File: src/rtl/conceal_pkg.sv
package conceal_pkg;
  localparam int unsigned SAMPLE_W = 24;
  localparam int unsigned MODE_W   = 2;

  typedef enum logic [1:0] {
    ACT_PASS  = 2'd0,
    ACT_HOLD  = 2'd1,
    ACT_ZERO  = 2'd2,
    ACT_DECAY = 2'd3
  } act_e;

  localparam logic [MODE_W-1:0] ERRP_HOLD  = 2'b01;
  localparam logic [MODE_W-1:0] ERRP_ZERO  = 2'b10;
  localparam logic [MODE_W-1:0] LCKP_PASS  = 2'b00;
  localparam logic [MODE_W-1:0] LCKP_HOLD  = 2'b01;
  localparam logic [MODE_W-1:0] LCKP_ZERO  = 2'b10;
  localparam logic [MODE_W-1:0] LCKP_DECAY = 2'b11;
endpackage

File: src/rtl/conceal_classify.sv
module conceal_classify
  import conceal_pkg::*;
(
  input  logic              locked,
  input  logic              par_err,
  input  logic              bip_err,
  input  logic [MODE_W-1:0] err_mode,
  input  logic [MODE_W-1:0] lock_mode,
  output act_e              act,
  output logic              good
);
  logic flagged;

  always_comb begin
    flagged = par_err | bip_err;
    good    = locked & ~flagged;
    act     = ACT_PASS;
    if (!locked && (lock_mode != LCKP_PASS)) begin
      unique case (lock_mode)
        LCKP_HOLD:  act = ACT_HOLD;
        LCKP_ZERO:  act = ACT_ZERO;
        LCKP_DECAY: act = ACT_DECAY;
        default:    act = ACT_PASS;
      endcase
    end else if (flagged) begin
      unique case (err_mode)
        ERRP_HOLD: act = ACT_HOLD;
        ERRP_ZERO: act = ACT_ZERO;
        default:   act = ACT_PASS;
      endcase
    end
  end
endmodule

File: src/rtl/conceal_hold.sv
module conceal_hold #(
  parameter int unsigned W = 24
) (
  input  logic         clk,
  input  logic         rst_n,
  input  logic         load_en,
  input  logic [W-1:0] load_data,
  output logic [W-1:0] ref_q
);
  logic [W-1:0] ref_d;

  always_comb begin
    ref_d = ref_q;
    if (load_en) ref_d = load_data;
  end

  always_ff @(posedge clk or negedge rst_n) begin
    if (!rst_n) ref_q <= '0;
    else        ref_q <= ref_d;
  end

  AST_REF_KEEP: assert property (@(posedge clk) disable iff (!rst_n)
    !load_en |=> $stable(ref_q));
  AST_REF_TAKE: assert property (@(posedge clk) disable iff (!rst_n)
    load_en |=> (ref_q == $past(load_data)));
endmodule

File: src/rtl/conceal_decay.sv
module conceal_decay #(
  parameter int unsigned W = 24
) (
  input  logic         clk,
  input  logic         rst_n,
  input  logic         step_en,
  input  logic         clear_en,
  input  logic [W-1:0] seed,
  output logic [W-1:0] next_val
);
  logic         active_q, active_d;
  logic [W-1:0] acc_q, acc_d;
  logic [W-1:0] base;
  logic [W-1:0] biased;

  function automatic logic [W:0] mag(input logic [W-1:0] v);
    logic [W:0] ext;
    ext = {v[W-1], v};
    return v[W-1] ? (~ext + 1'b1) : ext;
  endfunction

  // Halve toward zero: bias negatives by one before the arithmetic shift
  always_comb begin
    base     = active_q ? acc_q : seed;
    biased   = base + {{(W-1){1'b0}}, base[W-1]};
    next_val = {biased[W-1], biased[W-1:1]};
  end

  always_comb begin
    active_d = active_q;
    acc_d    = acc_q;
    if (step_en) begin
      active_d = 1'b1;
      acc_d    = next_val;
    end else if (clear_en) begin
      active_d = 1'b0;
    end
  end

  always_ff @(posedge clk or negedge rst_n) begin
    if (!rst_n) begin
      active_q <= 1'b0;
      acc_q    <= '0;
    end else begin
      active_q <= active_d;
      acc_q    <= acc_d;
    end
  end

  AST_DECAY_SHRINK: assert property (@(posedge clk) disable iff (!rst_n)
    (step_en && active_q) |=> (mag(acc_q) <= mag($past(acc_q))));
  AST_DECAY_RESTART: assert property (@(posedge clk) disable iff (!rst_n)
    (clear_en && !step_en) |=> !active_q);
endmodule

File: src/rtl/audio_conceal.sv
module audio_conceal
  import conceal_pkg::*;
#(
  parameter int unsigned W = SAMPLE_W
) (
  input  logic              clk,
  input  logic              rst_n,
  input  logic              in_valid,
  input  logic [W-1:0]      in_data,
  input  logic              in_par_err,
  input  logic              in_bip_err,
  input  logic              locked,
  input  logic [MODE_W-1:0] err_mode,
  input  logic [MODE_W-1:0] lock_mode,
  output logic              out_valid,
  output logic [W-1:0]      out_data
);
  act_e         act;
  logic         good;
  logic [W-1:0] ref_q;
  logic [W-1:0] decay_val;
  logic         step_en, clear_en, load_en;
  logic [W-1:0] data_d;
  logic         valid_q;
  logic [W-1:0] data_q;

  conceal_classify i_classify (
    .locked   (locked),
    .par_err  (in_par_err),
    .bip_err  (in_bip_err),
    .err_mode (err_mode),
    .lock_mode(lock_mode),
    .act      (act),
    .good     (good)
  );

  always_comb begin
    load_en  = in_valid & good;
    step_en  = in_valid & (act == ACT_DECAY);
    clear_en = in_valid & (act != ACT_DECAY);
  end

  conceal_hold #(.W(W)) i_hold (
    .clk      (clk),
    .rst_n    (rst_n),
    .load_en  (load_en),
    .load_data(in_data),
    .ref_q    (ref_q)
  );

  conceal_decay #(.W(W)) i_decay (
    .clk     (clk),
    .rst_n   (rst_n),
    .step_en (step_en),
    .clear_en(clear_en),
    .seed    (ref_q),
    .next_val(decay_val)
  );

  always_comb begin
    data_d = data_q;
    if (in_valid) begin
      unique case (act)
        ACT_HOLD:  data_d = ref_q;
        ACT_ZERO:  data_d = '0;
        ACT_DECAY: data_d = decay_val;
        default:   data_d = in_data;
      endcase
    end
  end

  always_ff @(posedge clk or negedge rst_n) begin
    if (!rst_n) begin
      valid_q <= 1'b0;
      data_q  <= '0;
    end else begin
      valid_q <= in_valid;
      data_q  <= data_d;
    end
  end

  assign out_valid = valid_q;
  assign out_data  = data_q;

  AST_STROBE_FOLLOW: assert property (@(posedge clk) disable iff (!rst_n)
    in_valid |=> out_valid);
  AST_STROBE_IDLE: assert property (@(posedge clk) disable iff (!rst_n)
    !in_valid |=> (!out_valid && $stable(out_data)));
  AST_ERR_ZERO: assert property (@(posedge clk) disable iff (!rst_n)
    (in_valid && locked && (in_par_err || in_bip_err) && err_mode == ERRP_ZERO)
      |=> (out_data == '0));
  AST_LOCK_ZERO: assert property (@(posedge clk) disable iff (!rst_n)
    (in_valid && !locked && lock_mode == LCKP_ZERO) |=> (out_data == '0));
  AST_LOCK_HOLD: assert property (@(posedge clk) disable iff (!rst_n)
    (in_valid && !locked && lock_mode == LCKP_HOLD) |=> (out_data == $past(ref_q)));
  AST_LOCK_PASS: assert property (@(posedge clk) disable iff (!rst_n)
    (in_valid && !in_par_err && !in_bip_err && (locked || lock_mode == LCKP_PASS))
      |=> (out_data == $past(in_data)));
endmodule

File: config.mk
export PLATFORM = sky130hd
export DESIGN_NAME = audio_conceal
export DESIGN_NICKNAME = d
export VERILOG_FILES = /design/src/rtl/conceal_pkg.sv /design/src/rtl/conceal_classify.sv /design/src/rtl/conceal_hold.sv /design/src/rtl/conceal_decay.sv /design/src/rtl/audio_conceal.sv
export SDC_FILE = /design/constraint.sdc
export NUM_CORES = 1
export LEC_CHECK = 0
export BUFFER_PORTS_ARGS = -buffer_cell sky130_fd_sc_hd__buf_2
export CORE_MARGIN = 2
export CORE_UTILIZATION = 35
export CTS_BUF_LIST = sky130_fd_sc_hd__clkbuf_16
export CTS_CLUSTER_SIZE = 24
export DETAILED_ROUTE_END_ITERATION = 7
export GPL_ROUTABILITY_DRIVEN = 0
export GPL_TIMING_DRIVEN = 0
export HOLD_SLACK_MARGIN = 0.12
export SYNTH_ARGS = -nofsm -noshare
export SYNTH_HDL_FRONTEND = slang
export SYNTH_HIERARCHICAL = 1
export SYNTH_SLANG_ARGS = --single-unit
File: constraint.sdc
create_clock -name clk -period 2.9 [get_ports clk]
set_input_delay 0.29 -clock clk [delete_from_list [all_inputs] [get_ports clk]]
set_output_delay 0.29 -clock clk [all_outputs]
set_load 0.005 [all_outputs]
==> metrics.md, run 1 <==
| Metric | Value |
|---|---|
| Clock buffer count from CTS | 9 |
| Status | completed |
| Reg2reg setup slack | 0.09 ns |
| Setup CP Type | flop to flop |
| Die Span Y | between 100 and 150 µm |
| Min cycle time layout | 2.81 ns |
| Mapped Cells | 403 |
| Crit-path cells | buf_6 -> buf_12 -> nand3b_4 -> nand2_4 -> ha_4 -> nand4b_1 -> a221oi_4 -> nand4_2 -> or3_4 -> and2_4 -> mux2i_2 -> o221ai_1 |
| Final instance area | ~5600 µm² |
| R2R depth | 12 |
| Initial Util | 0.354 |
| P_leak | 2.40 nW |
| Placed Area | 5190 µm² |
| Clock power share | 0.267 |
| Synthesized cell area | 4660 µm² |
| CP Capture Type | flop |
| CP bufs+invs | 2 |
| Startpoint Class | flop |
| Max frequency | 356 MHz |
| Number of global-route vias before repair | between 3,000 and 4,000 |
| Clk Latency, worst-skew pair | 0.34 ns |
| Clock Skew | 0.00711 ns |
| Setup_tns | 0 ns |
| Total congestion overflow | 0 |
| Final Hold Fails | 0 |
| Area grow syn2layout | 20.4% |
| I/O Pins | slightly below 60 |
| Synth top area share | 0.392 |
| Seq pwr share | 0.439 |
| Drt total wl | roughly 12 mm |
| Die X | 119 µm |
| Worst r2r src | i_decay/active_q |
| DRC | 0 |
| Pwr dens | 653 nW/µm² |
| Synthesized flop and latch total | 73 |
| Largest net degree at the start of global routing | 40 |
| Initial DRT Pass Iterations | 7 |
| Detail Placement HPWL | 8.77 mm |
| Seq/Total Area, Yosys | 0.392 |
| Slew @ Worst Pin | 0.878 ns |
| Max stage delay on crit path | 0.41 ns |
| Hold crit path type | primary input to flop |
| Ys flop type | dfrtp_1 |
| WP data required | 3.10 ns |
| I/O Buffers | 58 |
| Most frequent cells after synthesis | dfrtp_1 (73), mux2i_1 (43), inv_1 (27) |
| Initial antenna violation count | 0 |
| Peak supply drop | 382 µV |
| Switching part of the total power | 0.333 |
| Ranking of synthesized cells by area | dfrtp_1 (39%), mux2i_1 (9.2%), mux2_4 (6.8%) |
| CTS tree | built |
| GR Util All Layers | 0.175 |
| Vias/cell | between 5 and 6 |
| First-pass GRT wire length | 19.6 mm |
| Root Driver | clkbuf_16 |
| Worst-path clk slew | 0.06 ns |
| Site Rows | 42 |
| Max-slew violations | 0 |
| Die area | 14,200 µm² |
| Syn Area/Cell | 11.6 µm² |
| Maxcap violations | 0 |
| CP delay by family, top | simple AND/OR/NAND/NOR gates |
| Period utilization | 0.967 |
| Hold_ws | 0.199 ns |
| Share of layout cells above drive strength 1 | 0.339 |
| Final setup margin | 0.0946 ns |
| Crit path max fanout | 4 |
| Avg WL per Cell | around 18 µm |
| Hold_sp | in_data[2] |
| Antenna cells | 0 |
| Most common cell in the netlist | dfrtp_1 |
| Critical Path Start | i_decay/active_q |
| ANT nets after route | 0 |
| Design internal power | 2.44 mW |
| DP Worst Slack | -0.560 ns |
| Yosys warning total | 6 |
| Slew HR | 0.415 |
| Min-Delay Endpoint | i_hold/ref_q[2] |
| Asr flop ratio synth | 1.00 |
| Slowest-stage cell, CP | dfrtp_1 |
| # setup viols final | 0 |
| Cell variety after synth | 58 |
| Worst Hold Depth | 2 |
| Drt initial violations | 220 |
| Fin util | 0.427 |
| P_sw | 1.22 mW |
| CTS HTree Levels | 3 |
| Filler cells | 1,285 |
| Nets | 517 |
| Combinational power share | 0.295 |
| Unrepaired setup endpoints after global routing | true |
| CP arrival | 3.00 ns |
| Core area | ~13,000 µm² |
| Worst r2r dst | out_data[19] |
| Clk buf depth | 2 |
| Syn nets | 438 |
| Clk sinks | 73 |
| Vias | 3,574 |
| Synth area leader | dfrtp_1 |
| Number of synthesized flops with an enable pin | 0 |
cell type report:
class	instances	area [µm²]	share of cell area
multi-input cells	275	2560	0.456
flip-flops and latches	73	1830	0.326
repair buffers	70	402	0.0717
plain buffers	25	241	0.0431
clock buffers	9	225	0.0402
well taps	176	220	0.0393
inverters	28	105	0.0188
clock inverters	7	28.8	0.00513
flip-flops by register name (all words and copies together), names as in the netlist:
signal and cells:
i_hold/ref_q 24, out_data 24, i_decay/active_q 1, out_valid 1, i_decay/acc_q 23
how the worst max path moves through the flow:
stage                         to  depth (start not counted)
detailed placement  out_data[19]                         12
global route        out_data[19]                         12
floorplan           out_data[19]                         12
finish              out_data[19]                         12
global placement    out_data[19]                         12
CTS                 out_data[19]                         11
metrics by stage:
| step | std cells | power, mW |
|---|---|---|
| after floorplan | 403 | 2.30 |
| after global placement | 637 | 2.60 |
| after detailed placement | 638 | 2.64 |
| after CTS | 658 | 3.65 |
| after global routing | 663 | 3.88 |
| final | 663 | 3.66 |
layer usage:
| metal | vias to the layer above | global-route usage | wire length (µm) |
|---|---|---|---|
| met4 | 0 | 0.0397 | 148 |
| met1 | 1777 | 0.251 | 5620 |
| met3 | 16 | 0.0335 | 605 |
| li1 | 1669 | - | - |
| met2 | 112 | 0.274 | 5600 |
| met5 | - | 0 | 0 |
power by group through the flow:
stage | Clock [mW] | Combinational [mW] | Sequential, mW
floorplan | 0 | 0.769 | 1.53
global placement | 0 | 1.01 | 1.60
detailed placement | 0 | 1.04 | 1.61
CTS | 1.00 | 1.05 | 1.59
global route | 1.05 | 1.19 | 1.65
finish | 0.975 | 1.08 | 1.60
what timing repair did:
action	4_1_cts	5_1_grt
hold buffers	1	0
endpoints found under the setup margin	16	16
pin swaps	3	7
hold endpoints to repair	34	0
gates resized for setup	4	15
buffers inserted	4	6
logic make-up (layout without fill, tap and decap cells):
| kind of cell | count (synthesis) | in the layout | synth area share |
|---|---|---|---|
| buffers and inverters | 55 | 139 | 0.0725 |
| adders and majority gates | 1 | 1 | 0.00269 |
| and+or+nand+nor | 111 | 111 | 0.171 |
| xor gates and xnor gates | 18 | 18 | 0.0339 |
| AOI/OAI and AO/OA | 59 | 59 | 0.114 |
| DFF | 73 | 73 | 0.392 |
| muxes | 86 | 86 | 0.213 |
cell usage in the layout, fill, tap and decap left out, types with 4 or more instances in the layout:
cell type / count
buf_4: 12
dfrtp_1: 73
nand3_1: 15
nand4_1: 9
buf_6: 8
mux2i_1: 42
nand4b_1: 4
mux2_2: 22
clkinv_1: 5
clkbuf_1: 6
nand4bb_1: 24
clkbuf_16: 9
buf_2: 61
nor2_1: 7
o221ai_2: 6
o21ai_0: 8
buf_12: 4
mux2_4: 21
nor2b_1: 4
o221ai_1: 18
a21oi_1: 4
xor2_1: 12
nand2_1: 16
and3_1: 4
xnor2_1: 6
inv_1: 28
nand3b_1: 7
No activity file was read; power rests on OpenSTA's default activity.
==> inputs of run 2 (changes only) <==
- clock period: 2.9 -> 3 ns (I/O delays scaled with it)
==> run 2 against run 1 <==
  * Power is 1.5% lower
  * Sequential power is 4% lower
  * Utilization is 0.15 points lower
  * Design area is 0.36% lower
  * Maximum frequency is 1.2% lower
  * Combinational power is 5% lower
  * Via count is 0.28% higher
  * Clock power is 6% higher
  * Largest power group unchanged
==> metrics.md, run 2 (synthesized netlist as in run 1, its figures left out) <==
| Metric | Value |
|---|---|
| Status | completed (unchanged) |
| Initial Util | 0.354 (unchanged) |
| I/O Pins | 59 (unchanged) |
| Pwr dens | 645 nW/µm² (was 653 nW/µm²) |
| Combinational power share | 0.285 (was 0.295) |
| Clock Skew | 0.00818 ns (was 0.00711 ns) |
| CP Capture Type | flop (unchanged) |
| Setup CP Type | flop to flop (unchanged) |
| Min cycle time layout | 2.84 ns (was 2.81 ns) |
| ANT nets after route | 0 (unchanged) |
| Multi-input logic area | 2540 µm² (was 2560 µm²) |
| Filler cells | 1,288 (was 1,285) |
| Site Rows | 42 (unchanged) |
| GR Util All Layers | 0.178 (was 0.175) |
| Initial antenna violation count | 0 (unchanged) |
| Hold crit path type | primary input to flop (unchanged) |
| CTS HTree Levels | 3 (unchanged) |
| Vias/cell | 5.44 (was 5.39) |
| Peak supply drop | 327 µV (was 382 µV) |
| CTS tree | built (unchanged) |
| Core area | 13,100 µm² (unchanged) |
| Hold_ws | 0.204 ns (was 0.199 ns) |
| DRC | 0 (unchanged) |
| R2R depth | 12 (unchanged) |
| First-pass GRT wire length | 20.1 mm (was 19.6 mm) |
| P_sw | 1.17 mW (was 1.22 mW) |
| CP arrival | 3.04 ns (was 3.00 ns) |
| Startpoint Class | flop (unchanged) |
| P_leak | 2.40 nW (about the same) |
| Die area | 14,200 µm² (unchanged) |
| Seq pwr share | 0.429 (was 0.439) |
| Detail Placement HPWL | 8.83 mm (was 8.77 mm) |
| Period utilization | 0.947 (was 0.967) |
| Vias | 3,584 (was 3,574) |
| Nets | 514 (was 517) |
| Avg WL per Cell | 18.1 µm (about the same) |
| Initial DRT Pass Iterations | 5 (was 7) |
| Slew HR | 0.408 (was 0.415) |
| Max frequency | 352 MHz (was 356 MHz) |
| Clk buf depth | 2 (unchanged) |
| # setup viols final | 0 (unchanged) |
| Drt initial violations | 289 (was 220) |
| Clk sinks | 73 (unchanged) |
| Post-Layout Cell Count | 659 (was 663) |
| Worst Hold Depth | 2 (unchanged) |
| Clock power share | 0.287 (was 0.267) |
| Worst-path clk slew | 0.06 ns (about the same) |
| Die Span Y | 119 µm (unchanged) |
| Antenna cells | 0 (unchanged) |
| Maxcap violations | 0 (unchanged) |
| WP data required | 3.20 ns (was 3.10 ns) |
| Final Hold Fails | 0 (unchanged) |
| Crit path max fanout | 10 (was 4) |
| Share of layout cells above drive strength 1 | 0.335 (was 0.339) |
| Most frequent cells in the layout | dfrtp_1 (73), buf_2 (61), mux2i_1 (43), inv_1 (29), nand4bb_1 (24) (was dfrtp_1 (73), buf_2 (61), mux2i_1 (42), inv_1 (28), nand4bb_1 (24)) |
| Root Driver | clkbuf_16 (unchanged) |
| Largest net degree at the start of global routing | 41 (was 40) |
| Drt total wl | 11.9 mm (was 12.0 mm) |
| Slew @ Worst Pin | 0.888 ns (was 0.878 ns) |
| Number of global-route vias before repair | 3,754 (was 3,584) |
| Leading cell type in the layout, fill and taps excluded | dfrtp_1 (unchanged) |
| Clk Latency, worst-skew pair | 0.34 ns (about the same) |
| I/O Buffers | 58 (unchanged) |
| Design internal power | 2.44 mW (about the same) |
| Die X | 119 µm (unchanged) |
| Clock buffer count from CTS | 9 (unchanged) |
| Switching part of the total power | 0.324 (was 0.333) |
| Placed Cells | 638 (unchanged) |
| Final total power | 3.60 mW (was 3.66 mW) |
| Total congestion overflow | 0 (unchanged) |
| Max-slew violations | 0 (unchanged) |
| FF+latch area | 1830 µm² (unchanged) |
| Area grow syn2layout | 19.9% (was 20.4%) |
[run 2: repair_timing]
action / 4_1_cts / 5_1_grt
buffers inserted: 4 / 2
resized for setup: 7 / 9
endpoints found under the setup margin: 17 / 20
pin swaps: 3 / 4
hold buffers: 1 / 0
endpoints found under the hold margin: 33 / 0
[run 2: layout make-up]
cell class | instances | area share
Buffer | 26 | 0.0437
Clock inverter | 6 | 0.00941
Multi-Input combinational cell | 275 | 0.455
Sequential cell | 73 | 0.327
Clock buffer | 9 | 0.0403
Inverter | 28 | 0.0188
Timing Repair Buffer | 66 | 0.0659
Tap cell | 176 | 0.0394
[run 2: power by group through the flow]
| stage | sequential (mW) | clock (mW) | combinational (mW) |
|---|---|---|---|
| 6_report | 1.54 | 1.03 | 1.03 |
| 4_1_cts | 1.54 | 1.06 | 1.01 |
| 2_1_floorplan | 1.48 | 0 | 0.743 |
| 3_5_place_dp | 1.55 | 0 | 0.998 |
| 5_1_grt | 1.59 | 1.11 | 1.13 |
| 3_3_place_gp | 1.54 | 0 | 0.972 |
[run 2: layer usage]
layer | part of all wire | vias up | GRT usage
met5 | 0 | - | 0
met4 | 0.012 | 0 | 0.0500
met3 | 0.052 | 13 | 0.0393
met2 | 0.47 | 109 | 0.275
met1 | 0.47 | 1798 | 0.252
li1 | - | 1664 | -
[run 2: worst max-delay path: stages, from the launching register on]
cell and delay (ns):
dfrtp_1 0.38, buf_4 0.15, buf_6 0.14, nand3b_4 0.18, nand2_4 0.09, ha_4 0.14
nand4b_1 0.21, a221oi_4 0.36, nand4_2 0.16, or3_1 0.39, and2_4 0.17, mux2i_1 0.18
o221ai_1 0.14
[run 2: path summary, 6_finish.rpt]
path | start | endpoint | slack, ns
min in group asynchronous | rst_n | out_data[11] | 0.46
min reg2reg | i_decay/acc_q[21] | i_decay/acc_q[21] | 0.52
max | i_decay/active_q | out_data[19] | 0.16
min | in_data[15] | i_hold/ref_q[15] | 0.20
max reg2reg | i_decay/active_q | out_data[19] | 0.16
max in group asynchronous | rst_n | i_hold/ref_q[22] | 1.95
[run 2: per-stage QoR]
step	setup TNS (ns)	utilization	setup slack (ns)	area [µm²]
after floorplan	0	-	0.0650	4660
after global placement	-3.65	0.393	-0.575	5170
after detailed placement	-5.49	0.395	-0.630	5190
after CTS	0	0.421	0.0242	5530
after global routing	-0.0353	0.425	-0.0273	5590
final	0	0.425	0.160	5590
